<file path="src/rtl/arq_link_pkg.sv">
package arq_link_pkg;
    typedef enum logic [1:0] {
        TX_IDLE,
        TX_SEND,
        TX_WAIT
    } tx_state_e;
endpackage

</file>
<file path="src/rtl/arq_fold_check.sv">
// Parallel check byte for generator x^8+1: XOR of all CHK_W-wide payload slices.
module arq_fold_check #(
    parameter int DATA_W = 32,
    parameter int CHK_W  = 8
) (
    input  logic [DATA_W-1:0] data,
    output logic [CHK_W-1:0]  chk
);
    localparam int NSLICE = DATA_W / CHK_W;

    always_comb begin
        chk = '0;
        for (int i = 0; i < NSLICE; i++) begin
            chk = chk ^ data[i*CHK_W +: CHK_W];
        end
    end
endmodule

</file>
<file path="src/rtl/arq_tx.sv">
module arq_tx
    import arq_link_pkg::*;
#(
    parameter int DATA_W = 32,
    parameter int CHK_W  = 8,
    parameter int CNT_W  = 16
) (
    input  logic                    clk,
    input  logic                    rst,
    input  logic                    in_valid,
    output logic                    in_ready,
    input  logic [DATA_W-1:0]       in_data,
    output logic                    chan_valid,
    output logic [DATA_W+CHK_W-1:0] chan_data,
    input  logic                    rsp_valid,
    input  logic                    rsp_ack,
    output logic [CNT_W-1:0]        flit_tries,
    output logic [CNT_W-1:0]        retx_total
);
    localparam int FLIT_W = DATA_W + CHK_W;

    tx_state_e          state_q, state_d;
    logic [FLIT_W-1:0]  hold_q;
    logic [CNT_W-1:0]   tries_q, retx_q;
    logic [CHK_W-1:0]   enc_chk;
    logic               take, nack;

    arq_fold_check #(.DATA_W(DATA_W), .CHK_W(CHK_W)) enc_i (
        .data (in_data),
        .chk  (enc_chk)
    );

    assign take = (state_q == TX_IDLE) && in_valid;
    assign nack = (state_q == TX_WAIT) && rsp_valid && !rsp_ack;

    always_ff @(posedge clk) begin
        if (rst) state_q <= TX_IDLE;
        else     state_q <= state_d;
    end

    always_comb begin
        state_d = state_q;
        unique case (state_q)
            TX_IDLE: if (in_valid) state_d = TX_SEND;
            TX_SEND: state_d = TX_WAIT;
            TX_WAIT: if (rsp_valid) state_d = rsp_ack ? TX_IDLE : TX_SEND;
            default: state_d = TX_IDLE;
        endcase
    end

    always_ff @(posedge clk) begin
        if (rst) begin
            hold_q  <= '0;
            tries_q <= '0;
            retx_q  <= '0;
        end else begin
            if (take) begin
                hold_q  <= {in_data, enc_chk};
                tries_q <= CNT_W'(1);
            end
            if (nack) begin
                tries_q <= tries_q + 1'b1;
                retx_q  <= retx_q + 1'b1;
            end
        end
    end

    always_comb begin
        in_ready   = (state_q == TX_IDLE);
        chan_valid = (state_q == TX_SEND);
        chan_data  = hold_q;
        flit_tries = tries_q;
        retx_total = retx_q;
    end


    hold_stable_chk: assert property (@(posedge clk) disable iff (rst)
        (state_q != TX_IDLE) |=> $stable(hold_q));


    single_pulse_chk: assert property (@(posedge clk) disable iff (rst)
        chan_valid |=> !chan_valid);


    nack_resend_chk: assert property (@(posedge clk) disable iff (rst)
        (state_q == TX_WAIT && rsp_valid && !rsp_ack) |=> (state_q == TX_SEND));


    retx_step_chk: assert property (@(posedge clk) disable iff (rst)
        (rsp_valid && !rsp_ack) |=> (retx_total == CNT_W'($past(retx_total) + 1'b1)));
endmodule

</file>
<file path="src/rtl/arq_rx.sv">
module arq_rx #(
    parameter int DATA_W = 32,
    parameter int CHK_W  = 8
) (
    input  logic                    clk,
    input  logic                    rst,
    input  logic                    chan_valid,
    input  logic [DATA_W+CHK_W-1:0] chan_data,
    output logic                    out_valid,
    output logic [DATA_W-1:0]       out_data,
    output logic                    rsp_valid,
    output logic                    rsp_ack
);
    localparam int FLIT_W = DATA_W + CHK_W;

    logic               cap_valid_q;
    logic [FLIT_W-1:0]  cap_data_q;
    logic [CHK_W-1:0]   calc_chk;
    logic               good;

    arq_fold_check #(.DATA_W(DATA_W), .CHK_W(CHK_W)) dec_i (
        .data (cap_data_q[FLIT_W-1:CHK_W]),
        .chk  (calc_chk)
    );

    assign good = (calc_chk == cap_data_q[CHK_W-1:0]);

    always_ff @(posedge clk) begin
        if (rst) begin
            cap_valid_q <= 1'b0;
            cap_data_q  <= '0;
            out_valid   <= 1'b0;
            out_data    <= '0;
            rsp_valid   <= 1'b0;
            rsp_ack     <= 1'b0;
        end else begin
            cap_valid_q <= chan_valid;
            cap_data_q  <= chan_data;
            out_valid   <= cap_valid_q && good;
            rsp_valid   <= cap_valid_q;
            rsp_ack     <= cap_valid_q && good;
            if (cap_valid_q && good) out_data <= cap_data_q[FLIT_W-1:CHK_W];
        end
    end


    answer_latency_chk: assert property (@(posedge clk) disable iff (rst)
        chan_valid |-> ##2 rsp_valid);


    no_bad_delivery_chk: assert property (@(posedge clk) disable iff (rst)
        out_valid |-> (rsp_valid && rsp_ack));
endmodule

</file>
<file path="src/rtl/arq_flit_link.sv">
module arq_flit_link #(
    parameter int DATA_W = 32,
    parameter int CHK_W  = 8,
    parameter int CNT_W  = 16
) (
    input  logic                    clk,
    input  logic                    rst,
    input  logic                    in_valid,
    output logic                    in_ready,
    input  logic [DATA_W-1:0]       in_data,
    output logic                    tx_chan_valid,
    output logic [DATA_W+CHK_W-1:0] tx_chan_data,
    input  logic                    rx_chan_valid,
    input  logic [DATA_W+CHK_W-1:0] rx_chan_data,
    output logic                    out_valid,
    output logic [DATA_W-1:0]       out_data,
    output logic [CNT_W-1:0]        flit_tries,
    output logic [CNT_W-1:0]        retx_total
);
    logic rsp_valid, rsp_ack;

    arq_tx #(.DATA_W(DATA_W), .CHK_W(CHK_W), .CNT_W(CNT_W)) tx_i (
        .clk        (clk),
        .rst        (rst),
        .in_valid   (in_valid),
        .in_ready   (in_ready),
        .in_data    (in_data),
        .chan_valid (tx_chan_valid),
        .chan_data  (tx_chan_data),
        .rsp_valid  (rsp_valid),
        .rsp_ack    (rsp_ack),
        .flit_tries (flit_tries),
        .retx_total (retx_total)
    );

    arq_rx #(.DATA_W(DATA_W), .CHK_W(CHK_W)) rx_i (
        .clk        (clk),
        .rst        (rst),
        .chan_valid (rx_chan_valid),
        .chan_data  (rx_chan_data),
        .out_valid  (out_valid),
        .out_data   (out_data),
        .rsp_valid  (rsp_valid),
        .rsp_ack    (rsp_ack)
    );
endmodule

</file>
<file path="config.mk">
export PLATFORM = sky130hd
export DESIGN_NAME = arq_flit_link
export DESIGN_NICKNAME = d
export VERILOG_FILES = /design/src/rtl/arq_link_pkg.sv /design/src/rtl/arq_fold_check.sv /design/src/rtl/arq_tx.sv /design/src/rtl/arq_rx.sv /design/src/rtl/arq_flit_link.sv
export SDC_FILE = /design/constraint.sdc
export NUM_CORES = 1
export LEC_CHECK = 0
export ABC_AREA = 1
export BUFFER_PORTS_ARGS = -buffer_cell sky130_fd_sc_hd__buf_4
export CORE_ASPECT_RATIO = 2
export CORE_MARGIN = 5
export CORE_UTILIZATION = 35
export CTS_CLUSTER_SIZE = 24
export DETAILED_ROUTE_END_ITERATION = 8
export HOLD_SLACK_MARGIN = 0.08
export RECOVER_POWER = 25
export SLEW_MARGIN = 5
export SYNTH_ARGS = -nofsm -noshare
export SYNTH_HDL_FRONTEND = slang
export SYNTH_HIERARCHICAL = 1
export SYNTH_SLANG_ARGS = --single-unit
</file>
<file path="constraint.sdc">
create_clock -name clk -period 3.1 [get_ports clk]
set_input_delay 0 -clock clk [delete_from_list [all_inputs] [get_ports clk]]
set_output_delay 0 -clock clk [all_outputs]
set_load 0.03 [all_outputs]
</file>
==> results.md, run 1 <==
* Routed Antenna Nets at 0
* End of the worst register-to-register path: rx_i/out_data[19]
* Core ar. at 19800 µm²
* Worst hold slack at 0.219 ns
* Drt drc at 0
* CTS tree: done
* Aggregate global-route resource usage at 18.0%
* Distinct cell type count after synthesis at 33
* Layout cells sized above 1 at 14.9%
* Post-route minimum period at 2.19 ns
* Vias in the first global route at 6846
* CTS buffer count at 17
* Yosys warnings at 6
* Most frequent cells in the layout: 245 x nand2_1, 241 x nor2_1, 190 x inv_1, 149 x dfxtp_1, 123 x buf_4
* Final Skew at 0.0133 ns
* H-Tree Depth at 4
* WHS Path Cells at 5
* Worst Hold Launch: in_valid
* Antenna violations before repair at 0
* Worst EP arrival at 2.50 ns
* DR WL/cell at 12.6 µm
* Startpoint Class: register
* GPL Wtd Cong at 0.814
* R2R Setup Slk at 0.91 ns
* Die height at 211 µm
* Die W at 110 µm
* Setup CP Type: reg -> reg
* Max Cap Viol at 0
* DPL Wire Length at 14600 µm
* RSZ-0062 raised after global routing: no
* Longest Clk Path Bufs at 2
* Total Nets Final at 1406
* Most common cell after layout, fill and taps aside: nand2_1
* CTS clk-pin slew, worst paths at 0.06 ns
* DRT Pass-1 Iters at 5
* Fill count at 2028
* Required time of the critical path at 3.41 ns
* Cells taking the most area after synthesis: dfxtp_1 42%, nand2_1 13%, nor2_1 13%
* Slew Limit Fails at 0
* Initial Util at 35.5%
* Max IR drop VDD at 0.307 mV
* # diodes at 0
* P_leak at 0.00472 µW
* First-pass GRT wire length at 32900 µm
* Fin crit share at 70.6%
* Via count at 6935
* CTS sink count at 149
* Syn Inst Count at 1071
* Number of setup violations in the final report at 0
* Largest net degree at the start of global routing at 45
* Worst r2r path cells at 13
* Slew at the pin closest to its max-slew limit at 1.01 ns
* FF+latch count, synth at 149
* I/O pin total at 183
* PwrDens at 519 nW/µm²
* Crit-path max FO at 32
* Sequential fraction of the synthesis area at 42.4%
* Drt total wl at 20200 µm
* Status: completed
* Synth Net Count at 1149
* Initial DRC count at 209
* Clk_lat worst skew at 0.42 ns
* Worst R2R Start: rx_i/cap_data_q[32]
* DR vias/cell at 4.33
* Port bufs at 182
* Overflow after GRT at 0
* Worst hold path class: in -> reg
* Syn avg cell area at 6.57 µm²
* Die area at 23200 µm²
* Fmax at 457 MHz
* # rows at 73
* Mapped Area at 7040 µm²
* Layout area overhead at 39.2%
* WHS Endpoint: tx_i/flit_tries[3]
* Relative slew slack at 32.9%
* Dominant cell type by area after synthesis: dfxtp_1
* Fin. Hold Viols at 0
* Yosys top cell area share at 42.4%
* Total negative setup slack at 0 ns
* CP Capture Type: register
* Root Driver: clkbuf_16
* Postcts setup bufs at 0
metrics by stage:
stage / total power, µW / cell area, µm² / std cells / util (%) / worst slack [ns]
final: 5080 / 9800 / 1602 / 49.4 / 0.912
after global routing: 5320 / 9800 / 1602 / 49.4 / 0.552
after CTS: 5200 / 10000 / 1602 / 50.6 / 0.876
after detailed placement: 2840 / 8540 / 1485 / 43.1 / 0.890
after global placement: 2830 / 8540 / 1485 / 43.1 / 0.960
after floorplan: 2560 / 7040 / 1071 / - / 1.56
how the worst max path moves through the flow:
| stage | end | slack [ns] | startpoint | cells after the start |
|---|---|---|---|---|
| after global placement | rx_i/out_data[20] | 0.96 | rx_i/cap_data_q[32] | 12 |
| final | rx_i/out_data[19] | 0.91 | rx_i/cap_data_q[32] | 13 |
| after CTS | rx_i/out_data[16] | 0.88 | rx_i/cap_data_q[34] | 12 |
| after floorplan | tx_i/flit_tries[12] | 1.56 | tx_i/flit_tries[0] | 8 |
| after global routing | rx_i/out_data[4] | 0.55 | rx_i/cap_data_q[34] | 12 |
| after detailed placement | rx_i/out_data[21] | 0.89 | rx_i/cap_data_q[34] | 12 |
synthesized netlist by cell type:
| library cell | instances |
|---|---|
| a21oi_1 | 24 |
| a22oi_1 | 1 |
| and3_1 | 1 |
| buf_1 | 3 |
| buf_2 | 3 |
| buf_4 | 5 |
| buf_6 | 10 |
| clkbuf_1 | 13 |
| clkbuf_2 | 1 |
| dfxtp_1 | 149 |
| ha_1 | 2 |
| inv_1 | 191 |
| inv_2 | 4 |
| nand2_1 | 245 |
| nand2_2 | 4 |
| nand2_4 | 1 |
| nand3_1 | 45 |
| nand3_2 | 4 |
| nand3_4 | 2 |
| nand4_1 | 2 |
| nor2_1 | 241 |
| nor2_2 | 22 |
| nor2_4 | 5 |
| nor2_8 | 1 |
| nor3_1 | 7 |
| nor3_2 | 2 |
| o21a_1 | 3 |
| o21ai_0 | 54 |
| o21ai_1 | 6 |
| o21bai_1 | 1 |
| o22ai_1 | 1 |
| xnor2_1 | 17 |
| xor2_1 | 1 |
flip-flops by register name, indices dropped and copies added (netlist names):
register          flops
rx_i/out_data        32
rx_i/rsp_valid        1
rx_i/cap_valid_q      1
tx_i/state_q          2
rx_i/cap_data_q      40
rx_i/rsp_ack          1
tx_i/retx_total      16
tx_i/flit_tries      16
tx_i/chan_data       40
metal layers:
layer	global-route usage, %	vias to the layer above	part of all wire [%]
li1	-	3689	-
met1	18.4	3060	37
met2	34.5	166	56
met3	4.20	20	5.0
met4	6.08	0	1.7
met5	0	-	0
cell type report:
type / instances / area [µm²] / area share, %
clock buffer: 18 / 439 / 4.48
timing repair buffer: 273 / 2020 / 20.7
inverter: 195 / 732 / 7.47
clock inverter: 13 / 196 / 2.00
tap: 262 / 328 / 3.35
multi-input combinational: 692 / 3100 / 31.6
sequential: 149 / 2980 / 30.4
cells by family after synthesis:
| kind of cell | share of synthesized area [%] |
|---|---|
| DFF | 42.4 |
| adders and majority gates | 0.355 |
| AOI/OAI and AO/OA | 6.59 |
| xor gates and xnor gates | 2.24 |
| and+or+nand+nor | 34.8 |
| buffers and inverters | 13.7 |
power by group:
group	internal [µW]	switching (µW)
Combinational	306	465
Sequential	2000	64.3
Clock	1380	866
repair_timing:
item                      4_1_cts  5_1_grt
hold endpoints to repair       86        0
resized for setup               0        0
hold buffers                   86        0
critical path, cell delays in order, from the launching register on:
cell and delay (ns):
dfxtp_1 0.50, nand2_1 0.11, nand2_1 0.08, nand2_1 0.05, nand2_1 0.08, inv_1 0.04
nand2_1 0.08, inv_1 0.04, nor2_1 0.11, nand2_1 0.10, nor2_4 0.57, nand3_1 0.15
nand2_1 0.10, nor2_1 0.06
Power figures use the tool's default switching activity.
==> inputs of run 2 (changes only) <==
--- a/config.mk
+++ b/config.mk
@@ -5,7 +5,7 @@
 export SDC_FILE = /design/constraint.sdc
 export NUM_CORES = 1
 export LEC_CHECK = 0
-export ABC_AREA = 1
+export ABC_AREA = 0
 export BUFFER_PORTS_ARGS = -buffer_cell sky130_fd_sc_hd__buf_4
 export CORE_ASPECT_RATIO = 2
 export CORE_MARGIN = 5
==> constraint.sdc (replaced) <==
create_clock -name clk -period 2.05 [get_ports clk]
set_input_delay 0 -clock clk [delete_from_list [all_inputs] [get_ports clk]]
set_output_delay 0 -clock clk [all_outputs]
set_load 0.03 [all_outputs]
==> run 2 against run 1 <==
Register-to-register slack got worse by 0.76 ns. Combinational power increased by 26%. Hold slack improved by 0.11 ns. Clock-buffer cell count increased by 2. Critical path type unchanged.
==> results.md, run 2 <==
* # rows at 68
* Synth Flop Type: dfxtp_1
* Post-route minimum period at 1.90 ns
* Die height at 197 µm
* Routed Antenna Nets at 0
* Drt total wl at 17600 µm
* Cells taking the most area after synthesis: dfxtp_1 49%, xnor2_1 6.7%, nand2b_1 6.6%
* Vias in the first global route at 5368
* Antenna violations before repair at 0
* Dominant cell type by area after synthesis: dfxtp_1
* Yosys top cell area share at 48.8%
* Worst hold slack at 0.330 ns
* DRT Pass-1 Iters at 5
* Worst EP arrival at 2.23 ns
* CTS buffer count at 17
* Largest net degree at the start of global routing at 79
* EDFF count, synth at 0
* Top-count cell post-synth: dfxtp_1
* I/O pin total at 183
* Total negative setup slack at 0 ns
* Aggregate global-route resource usage at 17.5%
* PwrDens at 819 nW/µm²
* Worst hold path class: in -> reg
* DR vias/cell at 4.64
* Post-synth ARST share at 0%
* Fmax at 526 MHz
* Final Skew at 0.00904 ns
* Die area at 20400 µm²
* Status: completed
* FF+latch count, synth at 149
* Postcts setup bufs at 0
* Clk_lat worst skew at 0.42 ns
* Slew at the pin closest to its max-slew limit at 1.36 ns
* Required time of the critical path at 2.38 ns
* Setup CP Type: reg -> reg
* Number of setup violations in the final report at 0
* GPL Wtd Cong at 0.778
* DPL Wire Length at 12700 µm
* Max Cap Viol at 0
* CP Capture Type: register
* Longest Clk Path Bufs at 2
* Distinct cell type count after synthesis at 47
* Via count at 5277
* H-Tree Depth at 4
* # diodes at 0
* Drt drc at 0
* Root Driver: clkbuf_16
* CTS tree: done
* Most common cell after layout, fill and taps aside: buf_4
* Fin crit share at 92.7%
* RSZ-0062 raised after global routing: no
* Core ar. at 17200 µm²
* First-pass GRT wire length at 27300 µm
* Post-synth top cells: 149 x dfxtp_1, 98 x nand2_1, 64 x nand2b_1, 52 x a21oi_1
* P_leak at 0.00357 µW
* CTS sink count at 149
* Mapped Area at 6110 µm²
* Layout area overhead at 48.7%
* Syn Inst Count at 652
* Max IR drop VDD at 0.492 mV
* Placed cells at 1032
* Total Nets Final at 993
* Synth Net Count at 730
* Initial DRC count at 84
* DR WL/cell at 15.5 µm
* Relative slew slack at 9.44%
* Sequential fraction of the synthesis area at 48.8%
* Fin. Hold Viols at 0
* CTS clk-pin slew, worst paths at 0.07 ns
* Die W at 103 µm
* Startpoint Class: register
* Fin cells at 1138
* Layout cells sized above 1 at 24.4%
* Overflow after GRT at 0
* Yosys warnings at 6
* Syn avg cell area at 9.37 µm²
* Initial Util at 35.6%
* Port bufs at 182
* Crit-path max FO at 9
* Most frequent cells in the layout: 158 x buf_4, 149 x dfxtp_1, 98 x nand2_1, 74 x dlygate4sd3_1, 64 x nand2b_1
* Slew Limit Fails at 0
[run 2: timing repair]
item                                    in CTS  in global routing
endpoints found under the setup margin       0                  1
hold buffers                                74                  0
resized for setup                            0                  1
endpoints found under the hold margin       82                  0
[run 2: metal layers]
| metal | wire, µm | track usage (%) | up-vias |
|---|---|---|---|
| met4 | 512 | 8.07 | 0 |
| li1 | - | - | 2673 |
| met3 | 1160 | 4.43 | 31 |
| met2 | 9970 | 33.5 | 168 |
| met1 | 5990 | 16.4 | 2405 |
| met5 | 0 | 0 | - |
[run 2: where the power goes]
part | internal, µW | switching, µW
clock network | 2170 | 1220
logic | 476 | 496
registers | 3010 | 70.8
total | 5650 | 1790
[run 2: worst max-delay path: stages, from the launching register on]
cell and delay (ns):
dfxtp_1 0.36, xor2_2 0.19, xnor2_1 0.20, xnor2_1 0.14, nand4_1 0.20, nor3_4 0.23, buf_4 0.25, mux2i_1 0.24
[run 2: worst paths after layout]
check | to | slack (ns) | depth (start not counted) | start
setup reg to reg | rx_i/out_data[1] | 0.15 | 7 | rx_i/cap_data_q[26]
setup / recovery | rx_i/out_data[1] | 0.15 | 7 | rx_i/cap_data_q[26]
hold / removal | rx_i/cap_data_q[6] | 0.33 | 3 | rx_chan_data[6]
hold reg to reg | tx_i/chan_data[3] | 0.45 | 2 | tx_i/chan_data[3]
[run 2: cells by family (layout without fill, tap and decap cells)]
logic type	after synthesis	in the layout	synth area share (%)
AOI/OAI and AO/OA	71	71	6.41
xor gates and xnor gates	67	67	9.73
adders and majority gates	2	2	0.409
buffers and inverters	40	316	3.21
DFF	149	149	48.8
muxes	37	37	6.14
and+or+nand+nor	286	286	25.3
[run 2: final cells by class]
cell class | instances | area [µm²]
Clock buffer | 20 | 437
Clock inverter | 12 | 203
Fill cell | 1593 | 8100
Inverter | 3 | 11.3
Multi-Input combinational cell | 463 | 2950
Sequential cell | 149 | 2980
Tap cell | 210 | 263
Timing Repair Buffer | 281 | 2240
[run 2: stage by stage]
step	cell area, µm²	power [µW]	setup WS [ns]	utilization (%)
after floorplan	6110	3660	0.167	-
after global placement	7820	4020	0.179	45.5
after detailed placement	7820	4030	0.146	45.5
after CTS	9200	7560	0.0954	53.5
after global routing	9090	7740	0.0417	52.9
final	9090	7440	0.150	52.9
==> inputs of run 3 (changes only) <==
--- a/config.mk
+++ b/config.mk
@@ -7,7 +7,6 @@
 export LEC_CHECK = 0
 export ABC_AREA = 0
 export BUFFER_PORTS_ARGS = -buffer_cell sky130_fd_sc_hd__buf_4
-export CORE_ASPECT_RATIO = 2
 export CORE_MARGIN = 5
 export CORE_UTILIZATION = 35
 export CTS_CLUSTER_SIZE = 24
@@ -17,5 +16,4 @@
 export SLEW_MARGIN = 5
 export SYNTH_ARGS = -nofsm -noshare
 export SYNTH_HDL_FRONTEND = slang
-export SYNTH_HIERARCHICAL = 1
 export SYNTH_SLANG_ARGS = --single-unit
==> run 3 against run 2 <==
Setup slack lost 0.054 ns. Fmax shrank 2.7%. Core utilization shrank 0.29 points. Register-to-register slack lost 0.05 ns. Clock power shrank 6.5%. Final area shrank 0.95%. Clock-buffer cell count grew 2. Sequential power is essentially flat. Synthesized area shrank 1.0%. Critical path type unchanged.
==> results.md, run 3 <==
* CTS tree: done
* P_leak at 0.00347 µW
* Max IR drop VDD at 0.578 mV
* GRT busiest layer: met2
* Final Skew at 0.00844 ns
* I/O pin total at 183
* PwrDens at 801 nW/µm²
* Antenna violations before repair at 0
* Worst EP arrival at 2.30 ns
* Layout cells sized above 1 at 18.8%
* Crit-path max FO at 16
* FF+latch count, synth at 149
* DR vias/cell at 4.52
* Syn avg cell area at 9.43 µm²
* # diodes at 0
* Top-count cell post-synth: dfxtp_1
* Met2 Usage GRT at 26.6%
* Root Driver: clkbuf_16
* Longest Clk Path Bufs at 2
* Layout area overhead at 48.9%
* Post-synth ARST share at 0%
* Yosys warnings at 0
* Syn Inst Count at 641
* Clk_lat worst skew at 0.42 ns
* Post-route worst setup slack at 0.0960 ns
* Relative slew slack at 31.0%
* Overflow after GRT at 0
* DR WL/cell at 14.7 µm
* Die height at 141 µm
* Placed cells at 1022
* Worst hold path class: in -> reg
* Core ar. at 17100 µm²
* Most frequent cells in the layout: 149 x dfxtp_1, 132 x buf_4, 89 x dlygate4sd3_1, 86 x nand2_1, 63 x nand2b_1
* Grt met3 use at 5.93%
* Initial DRC count at 183
* Fin crit share at 95.3%
* Sequential fraction of the synthesis area at 49.3%
* Required time of the critical path at 2.40 ns
* Most common cell after layout, fill and taps aside: dfxtp_1
* Aggregate global-route resource usage at 16.3%
* H-Tree Depth at 4
* Die W at 141 µm
* Total power at 7210 µW
* Vias in the first global route at 5043
* Initial Util at 35.3%
* Dominant cell type by area after synthesis: dfxtp_1
* Post-synth top cells: 149 x dfxtp_1, 86 x nand2_1, 63 x nand2b_1, 48 x xnor2_1, 45 x nor2b_1
* DRT Pass-1 Iters at 4
* GPL Wtd Cong at 0.776
* Fmax at 512 MHz
* Slew Limit Fails at 0
* Number of setup violations in the final report at 0
* Status: completed
* Drt total wl at 16800 µm
* Pre-CTS setup slack at 0.128 ns
* Setup CP Type: reg -> reg
* Fin util at 52.6%
* Drt drc at 0
* Mapped Area at 6050 µm²
* CTS sink count at 149
* Met1 Resource Use GR at 19.9%
* EDFF count, synth at 0
* # rows at 48
* DPL Wire Length at 11300 µm
* Distinct cell type count after synthesis at 37
* First-pass GRT wire length at 25900 µm
* Port bufs at 182
* Synth Net Count at 719
* Total Nets Final at 986
* Largest net degree at the start of global routing at 60
* CTS buffer count at 17
* CTS clk-pin slew, worst paths at 0.06 ns
* Slew at the pin closest to its max-slew limit at 1.04 ns
* Startpoint Class: register
* Fin cells at 1144
* Post-route minimum period at 1.95 ns
* Yosys top cell area share at 49.3%
* Via count at 5174
* Cells taking the most area after synthesis: dfxtp_1 49%, xnor2_1 7.0%, nand2b_1 6.5%
* Total negative setup slack at 0 ns
* Synth Flop Type: dfxtp_1
* CP Capture Type: register
* Fin. Hold Viols at 0
* Die area at 20000 µm²
* Max Cap Viol at 0
* Routed Antenna Nets at 0
## run 3: changes by cell type after synthesis, sizes merged, moves of 7 or more
cell / previous run / this run
nor2: 22 / 40
xor2: 19 / 5
nand2: 98 / 86
a21oi: 52 / 44
xnor3: 0 / 7
a211oi: 1 / 9
## run 3: critical path: stages, from the launching register on
cell	delay (ns)
dfxtp_1	0.33
xnor3_1	0.40
xnor2_1	0.17
nand2_1	0.11
nor4_4	0.26
buf_4	0.19
buf_8	0.21
mux2i_1	0.20
## run 3: path summary, 6_finish.rpt
check                 startpoint                 end  slack [ns]  cells after the start
min              rx_chan_data[1]  rx_i.cap_data_q[1]        0.34                      3
min reg2reg    tx_i.chan_data[8]   tx_i.chan_data[8]        0.45                      2
max          rx_i.cap_data_q[15]    rx_i.out_data[2]         0.1                      7
max reg2reg  rx_i.cap_data_q[15]    rx_i.out_data[2]         0.1                      7
## run 3: cell type report
cell class	instances	area, µm²
clock buffers	22	474
clock inverters	8	125
fillers	1631	8120
inverters	5	18.8
multi-input cells	449	2890
flip-flops and latches	149	2980
well taps	225	282
repair buffers	286	2230
## run 3: per-layer routing
metal  part of all wire, %  up-vias  wire [µm]
met5                     0        -          0
met4                   2.0        0        330
met3                   7.7       23       1290
met2                    47      145       7830
met1                    44     2354       7370
li1                      -     2652          -
## run 3: timing repair
| action | in CTS | in global routing |
|---|---|---|
| endpoints found under the setup margin | 0 | 13 |
| gates resized for setup | 0 | 2 |
| setup buffers | 0 | 1 |
| hold endpoints to repair | 83 | 0 |
| hold buffers | 89 | 0 |
## run 3: kinds of logic after synthesis
logic type,count (synthesis),share of synthesized area [%]
simple gates,282,24.2
flops,149,49.3
compound gates,68,6.48
xor+xnor,60,10.3
buf+inv,43,3.04
mux,37,6.21
fa+ha+maj,2,0.414
## run 3: metrics by stage
stage          hold slack, ns  instance area [µm²]
6_report                0.342                 9000
5_1_grt                 0.350                 9000
4_1_cts                 0.312                 9180
3_5_place_dp            0.218                 7690
3_3_place_gp            0.213                 7690
2_1_floorplan           0.128                 6050
## run 3: where the power goes
part           leakage [µW]  total (µW)  switching, µW  internal (µW)
logic               0.00197         962            487            475
clock network      0.000280        3170           1180           2000
registers           0.00122        3080           67.8           3010
total               0.00347        7210           1730           5480
